### src/rtl/mdio_master.sv
module mdio_master #(
  parameter int HALF_CYC = 2
) (
  input  logic        clk,
  input  logic        rst_n,
  input  logic        start,
  input  logic        op_read,
  input  logic [4:0]  phy_addr,
  input  logic [4:0]  reg_addr,
  input  logic [15:0] wr_data,
  output logic        busy,
  output logic        done,
  output logic [15:0] rd_data,
  output logic        ta_err,
  output logic        mdc,
  output logic        mdio_o,
  output logic        mdio_oe,
  input  logic        mdio_i
);

  localparam int CW      = (HALF_CYC > 1) ? $clog2(HALF_CYC) : 1;
  localparam int IW      = 7;
  localparam int PRE_N   = 32;
  localparam int DATA_N  = 16;
  localparam int RECOV_N = 32;
  localparam int ST0     = PRE_N;
  localparam int OP0     = ST0 + 2;
  localparam int PA0     = OP0 + 2;
  localparam int RA0     = PA0 + 5;
  localparam int TA0     = RA0 + 5;
  localparam int DT0     = TA0 + 2;
  localparam int TAIL    = DT0 + DATA_N;
  localparam int RLAST   = DT0 + RECOV_N - 1;

  localparam logic [IW-1:0] TA_IDX    = IW'(TA0);
  localparam logic [IW-1:0] TA2_IDX   = IW'(TA0 + 1);
  localparam logic [IW-1:0] DT_IDX    = IW'(DT0);
  localparam logic [IW-1:0] TAIL_IDX  = IW'(TAIL);
  localparam logic [IW-1:0] RLAST_IDX = IW'(RLAST);
  localparam logic [CW-1:0] HC_LAST   = CW'(HALF_CYC - 1);

  logic          busy_q, done_q, rd_q, mdc_q, oe_q, o_q, err_q;
  logic [4:0]    pa_q, ra_q;
  logic [15:0]   wd_q, rdata_q;
  logic [IW-1:0] idx_q, last_idx;
  logic [CW-1:0] hcnt_q;
  logic          half_end;

  // {drive enable, drive value} for frame bit i
  function automatic logic [1:0] drive(input logic [IW-1:0] i, input logic rd,
                                       input logic [4:0] pa, input logic [4:0] ra,
                                       input logic [15:0] wd);
    int ii;
    logic [4:0]  s5;
    logic [15:0] s16;
    ii = int'(i);
    if (ii < ST0)             drive = 2'b11;
    else if (ii == ST0)       drive = 2'b10;
    else if (ii == ST0 + 1)   drive = 2'b11;
    else if (ii == OP0)       drive = {1'b1, rd};
    else if (ii == OP0 + 1)   drive = {1'b1, !rd};
    else if (ii < RA0) begin
      s5 = pa << (ii - PA0);
      drive = {1'b1, s5[4]};
    end else if (ii < TA0) begin
      s5 = ra << (ii - RA0);
      drive = {1'b1, s5[4]};
    end else if (ii < DT0)    drive = rd ? 2'b00 : ((ii == TA0) ? 2'b11 : 2'b10);
    else if (ii < TAIL) begin
      s16 = wd << (ii - DT0);
      drive = rd ? 2'b00 : {1'b1, s16[15]};
    end else                  drive = 2'b00;
  endfunction

  assign half_end = (hcnt_q == HC_LAST);
  assign last_idx = (rd_q && err_q) ? RLAST_IDX : TAIL_IDX;

  always_ff @(posedge clk) begin
    if (!rst_n) begin
      busy_q  <= 1'b0;
      done_q  <= 1'b0;
      rd_q    <= 1'b0;
      pa_q    <= '0;
      ra_q    <= '0;
      wd_q    <= '0;
      idx_q   <= '0;
      hcnt_q  <= '0;
      mdc_q   <= 1'b0;
      oe_q    <= 1'b0;
      o_q     <= 1'b0;
      rdata_q <= '0;
      err_q   <= 1'b0;
    end else begin
      done_q <= 1'b0;
      if (!busy_q) begin
        if (start) begin
          busy_q  <= 1'b1;
          rd_q    <= op_read;
          pa_q    <= phy_addr;
          ra_q    <= reg_addr;
          wd_q    <= wr_data;
          idx_q   <= '0;
          hcnt_q  <= '0;
          mdc_q   <= 1'b0;
          oe_q    <= 1'b1;
          o_q     <= 1'b1;
          rdata_q <= '0;
          err_q   <= 1'b0;
        end
      end else if (!half_end) begin
        hcnt_q <= hcnt_q + 1'b1;
      end else begin
        hcnt_q <= '0;
        if (!mdc_q) begin
          mdc_q <= 1'b1;
        end else begin
          mdc_q <= 1'b0;
          if (rd_q && idx_q == TA2_IDX && mdio_i)
            err_q <= 1'b1;
          if (rd_q && !err_q && idx_q >= DT_IDX && idx_q < TAIL_IDX)
            rdata_q <= {rdata_q[14:0], mdio_i};
          if (idx_q == last_idx) begin
            busy_q <= 1'b0;
            done_q <= 1'b1;
            oe_q   <= 1'b0;
            o_q    <= 1'b0;
          end else begin
            idx_q <= idx_q + 1'b1;
            {oe_q, o_q} <= drive(idx_q + 1'b1, rd_q, pa_q, ra_q, wd_q);
          end
        end
      end
    end
  end

  assign busy    = busy_q;
  assign done    = done_q;
  assign rd_data = rdata_q;
  assign ta_err  = err_q;
  assign mdc     = mdc_q;
  assign mdio_o  = o_q;
  assign mdio_oe = oe_q;


  idle_quiet_chk: assert property (@(posedge clk) disable iff (!rst_n)
    !busy_q |-> (!mdc_q && !oe_q));


  line_still_high_chk: assert property (@(posedge clk) disable iff (!rst_n)
    mdc_q |-> $stable({oe_q, o_q}));


  read_release_chk: assert property (@(posedge clk) disable iff (!rst_n)
    (busy_q && rd_q && idx_q >= TA_IDX) |-> !oe_q);


  err_read_only_chk: assert property (@(posedge clk) disable iff (!rst_n)
    err_q |-> rd_q);


  done_pulse_chk: assert property (@(posedge clk) disable iff (!rst_n)
    done_q |=> !done_q);


  done_end_chk: assert property (@(posedge clk) disable iff (!rst_n)
    done_q |-> (!busy_q && $past(busy_q)));


  start_busy_ignored_chk: assert property (@(posedge clk) disable iff (!rst_n)
    (busy_q && start) |=> $stable({rd_q, pa_q, ra_q, wd_q, idx_q}) || $past(half_end));


  result_hold_chk: assert property (@(posedge clk) disable iff (!rst_n)
    (!busy_q && !start) |=> $stable({rdata_q, err_q}));

endmodule

### config.mk
export PLATFORM = sky130hd
export DESIGN_NAME = mdio_master
export DESIGN_NICKNAME = d
export VERILOG_FILES = /design/src/rtl/mdio_master.sv
export SDC_FILE = /design/constraint.sdc
export NUM_CORES = 1
export LEC_CHECK = 0
export BUFFER_PORTS_ARGS = -buffer_cell sky130_fd_sc_hd__buf_4
export CORE_UTILIZATION = 25
export CTS_CLUSTER_SIZE = 28
export DETAILED_ROUTE_END_ITERATION = 12
export PLACE_DENSITY = 0.52
export SKIP_CTS_REPAIR_TIMING = 1
export SYNTH_ARGS = -nofsm -noshare
export SYNTH_HDL_FRONTEND = slang
export SYNTH_SLANG_ARGS = --single-unit
### constraint.sdc
create_clock -name clk -period 9.3 [get_ports clk]
set_input_delay 0.93 -clock clk [delete_from_list [all_inputs] [get_ports clk]]
set_output_delay 0.93 -clock clk [all_outputs]
set_load 0.02 [all_outputs]
Word level (Yosys, flattened, before mapping)

Index checks and enable logic that the tools add are counted.

Output and inout port bits: 22
Register bits: 57
Bits of input ports: 31

Shift operators: 3
Order comparisons: 7
Equality and inequality tests: 12
Bitwise gates (word level): 1
Mux-type cells: 48
Reductions and logical operators: 16
Add/subtract/negate cells: 5

Operators with widths:

| operator                                                               | count |
|---|---|
| 16-bit two-way mux                                                     | 5 |
| 5-bit by 32-bit left shift with 5-bit output                           | 2 |
| 7-bit equality test (second input constant)                            | 5 |
| 7-bit two-way mux                                                      | 5 |
| 16-bit by 32-bit left shift with 16-bit output                         | 1 |
| 7-bit by 6-bit < comparator with 1-bit output (second input constant)  | 4 |
| 1-bit two-way mux                                                      | 26 |
| 7-bit by 6-bit subtractor with 8-bit output (second input constant)    | 3 |
| 2-bit two-way mux                                                      | 11 |
| 4-bit AND reduction                                                    | 4 |
| 7-bit < comparator (second input constant)                             | 2 |
| 2-bit by 1-bit != test with 1-bit output (second input constant)       | 4 |
| 7-bit by 1-bit adder with 7-bit output (second input constant)         | 1 |
| 7-bit by 6-bit equality test with 1-bit output (second input constant) | 1 |
| 7-bit equality test                                                    | 1 |
| 7-bit by 6-bit >= comparator with 1-bit output (second input constant) | 1 |
| 1-bit logical AND                                                      | 6 |
| 4-bit two-way mux                                                      | 1 |
| 2-bit AND reduction                                                    | 2 |
| 3-bit AND reduction                                                    | 1 |
| 1-bit zero test                                                        | 2 |
| 2-bit != test (second input constant)                                  | 1 |
| 2-bit nonzero test                                                     | 1 |
| 1-bit adder (second input constant)                                    | 1 |
| 1-bit inverter                                                         | 1 |

Longest topological paths before layout

Gate-level depths: netlist (run 1).

Depth in word-level cells: 17
Depth in mapped cells: 13
Gate-level depth less buffers: 12

Least setup slack after synthesis (run 1)

Ideal clock, no wire load.

Kind: register to register
From: reg idx_q[0]
To: reg o_q, in the netlist mdio_o
Slack: 6.315 ns
Data required time: 9.178 ns
Stages on the path, launching flop included: 14
Path buffers: 3
Clock period less this slack: 2.985 ns
Setup time: 0.122 ns
Data arrival time: 2.864 ns
Cells stage by stage: dfxtp_1 buf_6 clkbuf_1 inv_1 ha_1 clkbuf_1 mux4_2 and2_0 a2111oi_0 a31oi_1 nand3_1 nand4b_1 a41oi_1 a21oi_1

Longest elaborated chain between the ends: 17

RTL lines:

| element                                        | RTL line | source |
|---|---|---|
| from (decl)                                    | 45       | `logic [IW-1:0] idx_q, last_idx;` |
| from (signal assigned)                         | 128      | `idx_q <= idx_q + 1'b1;` |
| 7-bit by 1-bit adder with 7-bit output         | 129      | `{oe_q, o_q} <= drive(idx_q + 1'b1, rd_q, pa_q, ra_q, wd_q);` |
| 7-bit by 6-bit subtractor with 8-bit output    | 70       | `s16 = wd << (ii - DT0);` |
| 16-bit by 32-bit left shift with 16-bit output | 70       |  |
| 2-bit two-way mux                              | 71       | `drive = rd ? 2'b00 : {1'b1, s16[15]};` |
| 2-bit two-way mux                              | 69       | `else if (ii < TAIL) begin` |
| 2-bit two-way mux                              | 68       | `end else if (ii < DT0) drive = rd ? 2'b00 : ((ii == TA0) ? 2'b11 : 2'b10);` |
| 2-bit two-way mux                              | 65       | `end else if (ii < TA0) begin` |
| 2-bit two-way mux                              | 62       | `else if (ii < RA0) begin` |
| 2-bit two-way mux                              | 61       | `else if (ii == OP0 + 1) drive = {1'b1, !rd};` |
| 2-bit two-way mux                              | 60       | `else if (ii == OP0) drive = {1'b1, rd};` |
| 2-bit two-way mux                              | 59       | `else if (ii == ST0 + 1) drive = 2'b11;` |
| 2-bit two-way mux                              | 58       | `else if (ii == ST0) drive = 2'b10;` |
| 2-bit two-way mux                              | 57       | `if (ii < ST0) drive = 2'b11;` |
| 1-bit two-way mux (*)                          | 122      | `if (idx_q == last_idx) begin` |
| 1-bit two-way mux (*)                          | 114      | `if (!mdc_q) begin` |
| 1-bit two-way mux (*)                          | 110      | `end else if (!half_end) begin` |
| 1-bit two-way mux (*)                          | 95       | `if (!busy_q) begin` |
| to (signal assigned)                           | 129      |  |
| to (decl)                                      | 42       | `logic busy_q, done_q, rd_q, mdc_q, oe_q, o_q, err_q;` |

Every way passes the cells marked *; elsewhere a longest branch is shown, timed or not. The select of a mux whose other input is x is not followed.
A chain may end at the register's enable or synchronous reset.

Worst setup path after layout (run 1)

Same ends and word-level chain as after synthesis.

==> results of run 1 <==
[worst reg2reg max path, cell delays in order, from the launching register on]
cell and delay, ps:
dfxtp_1 850, ha_1 610, nand3_2 260, or3_1 420
nand2_1 180, inv_1 70, ha_1 230, or4b_1 530
a211oi_1 250, nand3_1 140, nand4b_1 120, a41oi_1 120
a21oi_1 140
[routing by layer]
layer  up-vias  part of all wire  GRT usage
met5         -                 0          0
met4         0             0.016    0.04935
met3         9             0.026    0.02794
met2        32              0.48     0.2181
met1      1338              0.48     0.1608
li1       1406                 -          -
[sequential cells by signal (all words and copies together), names as in the netlist]
register	cells
busy	1
idx_q	7
rd_data	16
half_end	1
wd_q	16
mdio_o	1
rd_q	1
ta_err	1
ra_q	5
mdc	1
done	1
mdio_oe	1
pa_q	5
[through the flow]
step / setup WS (ps) / util / power (mW) / hold WS (ps)
floorplan: 6315 / - / 0.2945 / 438.2
finish: 5322 / 0.3231 / 0.6085 / 459.0
detailed placement: 5376 / 0.3005 / 0.3160 / 456.7
global route: 5004 / 0.3231 / 0.6358 / 471.8
global placement: 5482 / 0.3005 / 0.3154 / 453.4
CTS: 5341 / 0.3231 / 0.6158 / 463.2
[kinds of logic (layout without fill, tap and decap cells)]
group	Yosys count	in the layout	share of synthesized area
xor+xnor	6	6	0.01646
mux	11	11	0.05096
buf+inv	38	79	0.05449
flops	57	57	0.3575
simple gates	154	154	0.2431
fa+ha+maj	11	11	0.04312
compound gates	99	99	0.2344
[final cells by class]
type | count | area (µm²) | area share
clock inverters | 3 | 15.01 | 0.003806
repair buffers | 54 | 405.4 | 0.1028
flip-flops and latches | 57 | 1141 | 0.2892
multi-input cells | 281 | 1879 | 0.4764
clock buffers | 13 | 260.3 | 0.06597
inverters | 9 | 33.78 | 0.008563
well taps | 168 | 210.2 | 0.05328
[Yosys cell counts (7+ instances only)]
master    count  share of area
a21boi_0     27          0.064
a22oi_1      17          0.040
nor2_1       10          0.012
a21oi_1       7          0.011
buf_2         7          0.011
dfxtp_1      57           0.36
inv_1         8         0.0094
nand2_1      74          0.087
a31oi_1       7          0.014
ha_1         11          0.043
o21ai_0       7          0.011
nand3_1       8          0.013
nor2b_1      26          0.051
clkbuf_1     16          0.019
[report_power, final]
group	switching [mW]	internal [mW]
Combinational	0.0251	0.0241
Clock	0.106	0.193
Sequential	0.00771	0.253
Total	0.138	0.470
[worst max-delay path by stage]
| stage | depth (start not counted) | end | start |
|---|---|---|---|
| 6_report | 12 | mdio_o$_SDFFE_PN0P_ | idx_q[0]$_SDFFE_PN0P_ |
| 5_1_grt | 12 | mdio_o$_SDFFE_PN0P_ | idx_q[0]$_SDFFE_PN0P_ |
| 4_1_cts | 12 | mdio_o$_SDFFE_PN0P_ | idx_q[0]$_SDFFE_PN0P_ |
| 3_5_place_dp | 12 | mdio_o$_SDFFE_PN0P_ | idx_q[0]$_SDFFE_PN0P_ |
| 3_3_place_gp | 12 | mdio_o$_SDFFE_PN0P_ | idx_q[0]$_SDFFE_PN0P_ |
| 2_1_floorplan | 13 | mdio_o$_SDFFE_PN0P_ | idx_q[0]$_SDFFE_PN0P_ |
==> results.json, run 1 <==
{
  "finalNetCount": 454,
  "place_inst": 569,
  "min_period_over_period": 0.4278,
  "track_usage": 0.1292,
  "yosys_most_used_dff": "dfxtp_1",
  "ant_nets": 0,
  "numCtsBuffers": 9,
  "min-delay-start": "ra_q[3]$_SDFFE_PN0P_",
  "place_congestion": 0.8233,
  "critPathMaxFanout": 23,
  "crit_slowest_cell": "dfxtp_1",
  "vias": 2785,
  "h-tree-depth": 3,
  "tightest_slew_ps": 1079,
  "grt_max_degree": 59,
  "crit_type": "flip-flop to flip-flop",
  "die_h_um": 115.0,
  "syn_avg_cell_area_um2": 8.489,
  "drc": 0,
  "p_leak_nw": 1.559,
  "min_path_cells": 2,
  "setup_viol": 0,
  "timing.slew.headroom": 0.2805,
  "hold_class": "flip-flop to flip-flop",
  "drive_above_1_share": 0.1990,
  "final_cell_mix": "nand2_1 (74), dfxtp_1 (57), buf_4 (54), a21boi_0 (27), nor2b_1 (25)",
  "grt_pass1_vias": 2775,
  "clock-root-buffer": "clkbuf_16",
  "fp-row-count": 40,
  "ys_types": 67,
  "syn_area_um2": 3192,
  "nFillCells": 1319,
  "clock_path_buffers": 2,
  "final_area_um2": 3945,
  "power_density_nw_per_um2": 154.2,
  "ios": 53,
  "max_freq_ghz": 0.2514,
  "cts.reportedPaths.clkPinSlew_ps": 50,
  "regToRegStartpoint": "idx_q[0]$_SDFFE_PN0P_",
  "yosysWarnings": 0,
  "syn2layout_area_growth_pct": 23.60,
  "synth-seq-cells": 57,
  "cts_tree": "done",
  "status": "complete, no violations",
  "rsz0062_at_grt": "false",
  "synthArstFlopShare": 0,
  "io_buffers": 52,
  "dieArea_um2": 13220,
  "instances_no_fill": 585,
  "fp.dieW_um": 115.0,
  "synth_edf_count": 0,
  "r2r_end": "mdio_o$_SDFFE_PN0P_",
  "r2r_slack_ps": 5320,
  "hold_end": "ra_q[3]$_SDFFE_PN0P_",
  "final_max_slew_viol_count": 0,
  "hold_viol_final": 0,
  "crit_path_end_kind": "flip-flop",
  "crit_path_max_incr_delay_ps": 850,
  "avgViaCountPerCell": 4.761,
  "cp_top_family": "simple AND/OR/NAND/NOR gates",
  "dp_hpwl_mm": 5.564,
  "start_util": 0.2614,
  "tns_ps": 0,
  "drt_iter0_drc": 121,
  "place_area_um2": 3670,
  "r2r_cells": 12,
  "fin_crit_ps": 3978,
  "critPathRequiredTime_ps": 9550,
  "drt_wl_total_mm": 7.878,
  "grt_pass1_wl_mm": 13.53,
  "synthCells": 376,
  "crit_top_cell": "ha_1",
  "critPathLaunchType": "flip-flop",
  "fin_skew_ps": 3.141,
  "clkLatencyLatePin_ps": 320,
  "wl_per_cell_um": 13.47,
  "final_common_cell": "nand2_1",
  "critPathBufInv": 1,
  "antenna_found_initial": 0,
  "gr-total-overflow": 0,
  "synth_nets": 418,
  "yosysSeqAreaShare": 0.3575,
  "diodes": 0,
  "vdd.ir_drop.worst_mv": 0.06429,
  "arrival_ps": 4230,
  "maxCapViolCount": 0,
  "cp_cell_sequence": "ha_1 -> nand3_2 -> or3_1 -> nand2_1 -> inv_1 -> ha_1 -> or4b_1 -> a211oi_1 -> nand3_1 -> nand4b_1 -> a41oi_1 -> a21oi_1",
  "cts.sinks": 57,
  "firstDrtPassIters": 4,
  "core_um2": 12210
}
No activity file was read; power rests on OpenSTA's default activity.
==> run 2: changes to the inputs <==
- PLACE_DENSITY: 0.52 -> 0.53
- clock period: 9.3 -> 3.4 ns (I/O delays scaled with it)
==> results.json, run 2 (synthesis gave the netlist of run 1 again) <==
{
  "diodes": 0,
  "critPathLaunchType": "flip-flop",
  "final_common_cell": "nand2_1",
  "clkLatencyLatePin_ps": 330,
  "rsz0062_at_grt": "false",
  "critPathBufInv": 2,
  "crit_slowest_cell": "or4b_1",
  "critPathMaxFanout": 14,
  "crit_path_max_incr_delay_ps": 500,
  "ant_nets": 0,
  "drive_above_1_share": 0.2183,
  "fp.dieW_um": 115.0,
  "io_buffers": 52,
  "min_period_over_period": 0.8645,
  "cts.sinks": 57,
  "dieArea_um2": 13220,
  "final_max_slew_viol_count": 0,
  "gr-total-overflow": 0,
  "h-tree-depth": 3,
  "final_cell_mix": "nand2_1 (74), buf_4 (66), dfxtp_1 (57), a21boi_0 (27), nor2b_1 (25)",
  "place_inst": 581,
  "power.switching_mw": 0.3787,
  "arrival_ps": 3200,
  "crit_path_end_kind": "flip-flop",
  "numCtsBuffers": 9,
  "holdWs_ps": 265.5,
  "p_int_mw": 1.300,
  "clock_path_buffers": 2,
  "instances_no_fill": 594,
  "status": "complete, no violations",
  "p_comb_frac": 0.085,
  "setup_viol": 0,
  "place_congestion": 0.9052,
  "cp_top_family": "simple AND/OR/NAND/NOR gates",
  "firstDrtPassIters": 4,
  "syn2layout_area_growth_pct": 26.26,
  "cp_cell_sequence": "ha_1 -> buf_4 -> and3_4 -> xnor2_1 -> inv_1 -> ha_1 -> or4b_1 -> a211oi_1 -> nand3_1 -> nand4b_1 -> a41oi_1 -> a21oi_1",
  "hold_class": "primary input to flip-flop",
  "ios": 53,
  "wl_per_cell_um": 13.80,
  "crit_type": "flip-flop to flip-flop",
  "max_freq_ghz": 0.3402,
  "drt_iter0_drc": 148,
  "clock_power_share": 0.493,
  "timing.slew.headroom": 0.2523,
  "crit_top_cell": "ha_1",
  "finalNetCount": 466,
  "fin_skew_ps": 6.907,
  "drc": 0,
  "tightest_slew_ps": 1122,
  "grt_max_degree": 59,
  "grt_pass1_vias": 2725,
  "seq_power_share": 0.422,
  "clock-root-buffer": "clkbuf_16",
  "fp-row-count": 40,
  "dp_hpwl_mm": 5.848,
  "switching_share": 0.2255,
  "cts_tree": "done",
  "start_util": 0.2614,
  "fin_crit_ps": 2939,
  "power_density_nw_per_um2": 416.7,
  "die_h_um": 115.0,
  "drt_wl_total_mm": 8.200,
  "vias": 2789,
  "maxCapViolCount": 0,
  "grt_pass1_wl_mm": 13.54,
  "vdd.ir_drop.worst_mv": 0.1567,
  "avgViaCountPerCell": 4.695,
  "tns_ps": 0,
  "hold_viol_final": 0,
  "p_leak_nw": 1.616,
  "core_um2": 12210,
  "track_usage": 0.1328,
  "antenna_found_initial": 0,
  "critPathRequiredTime_ps": 3660,
  "cts.reportedPaths.clkPinSlew_ps": 50
}
[run 2: changes by cell type in the layout (fill, tap and decap cells not counted)]
cell      delta
clkinv_2     -3
clkbuf_8     +1
buf_4       +12
clkbuf_1     -1
[run 2: cell type report]
class / instances / area [µm²]
clock buffer: 13 / 270.3
fill: 1304 / 8182
inverter: 9 / 33.78
multi-input combinational: 281 / 1879
sequential: 57 / 1141
tap: 168 / 210.2
timing repair buffer: 66 / 495.5
[run 2: worst min-delay path, cell delays in order]
cell and delay, ps:
buf_4 100, nand2_1 40, a21boi_0 60
[run 2: per-stage QoR]
stage	worst slack, ps	utilization	cell area, µm²	power (mW)
5_1_grt	246.4	0.3300	4030	1.737
2_1_floorplan	414.6	-	3192	0.8056
3_3_place_gp	515.4	0.3079	3760	0.8657
4_1_cts	491.3	0.3300	4030	1.701
3_5_place_dp	526.3	0.3079	3760	0.8667
6_report	460.7	0.3300	4030	1.679
[run 2: per-layer routing]
metal	vias to the layer above	global-route usage	share of wire
met5	-	0	0
met4	0	0.07359	0.028
met1	1298	0.1710	0.48
met2	47	0.2048	0.45
met3	20	0.03057	0.037
li1	1424	-	-
[run 2: final timing paths]
check | slack, ps | depth (start not counted) | endpoint | from
max | 460 | 12 | mdio_o$_SDFFE_PN0P_ | idx_q[0]$_SDFFE_PN0P_
max reg2reg | 460 | 12 | mdio_o$_SDFFE_PN0P_ | idx_q[0]$_SDFFE_PN0P_
min reg2reg | 460 | 2 | wd_q[11]$_SDFFE_PN0P_ | wd_q[11]$_SDFFE_PN0P_
min | 270 | 3 | wd_q[2]$_SDFFE_PN0P_ | wr_data[2]
[run 2: power groups by stage]
| stage | clock, mW | combinational [mW] | sequential, mW |
|---|---|---|---|
| after floorplan | 0 | 0.0871 | 0.719 |
| after global placement | 0 | 0.144 | 0.722 |
| after detailed placement | 0 | 0.145 | 0.722 |
| after CTS | 0.847 | 0.145 | 0.709 |
| after global routing | 0.867 | 0.159 | 0.711 |
| final | 0.827 | 0.143 | 0.709 |
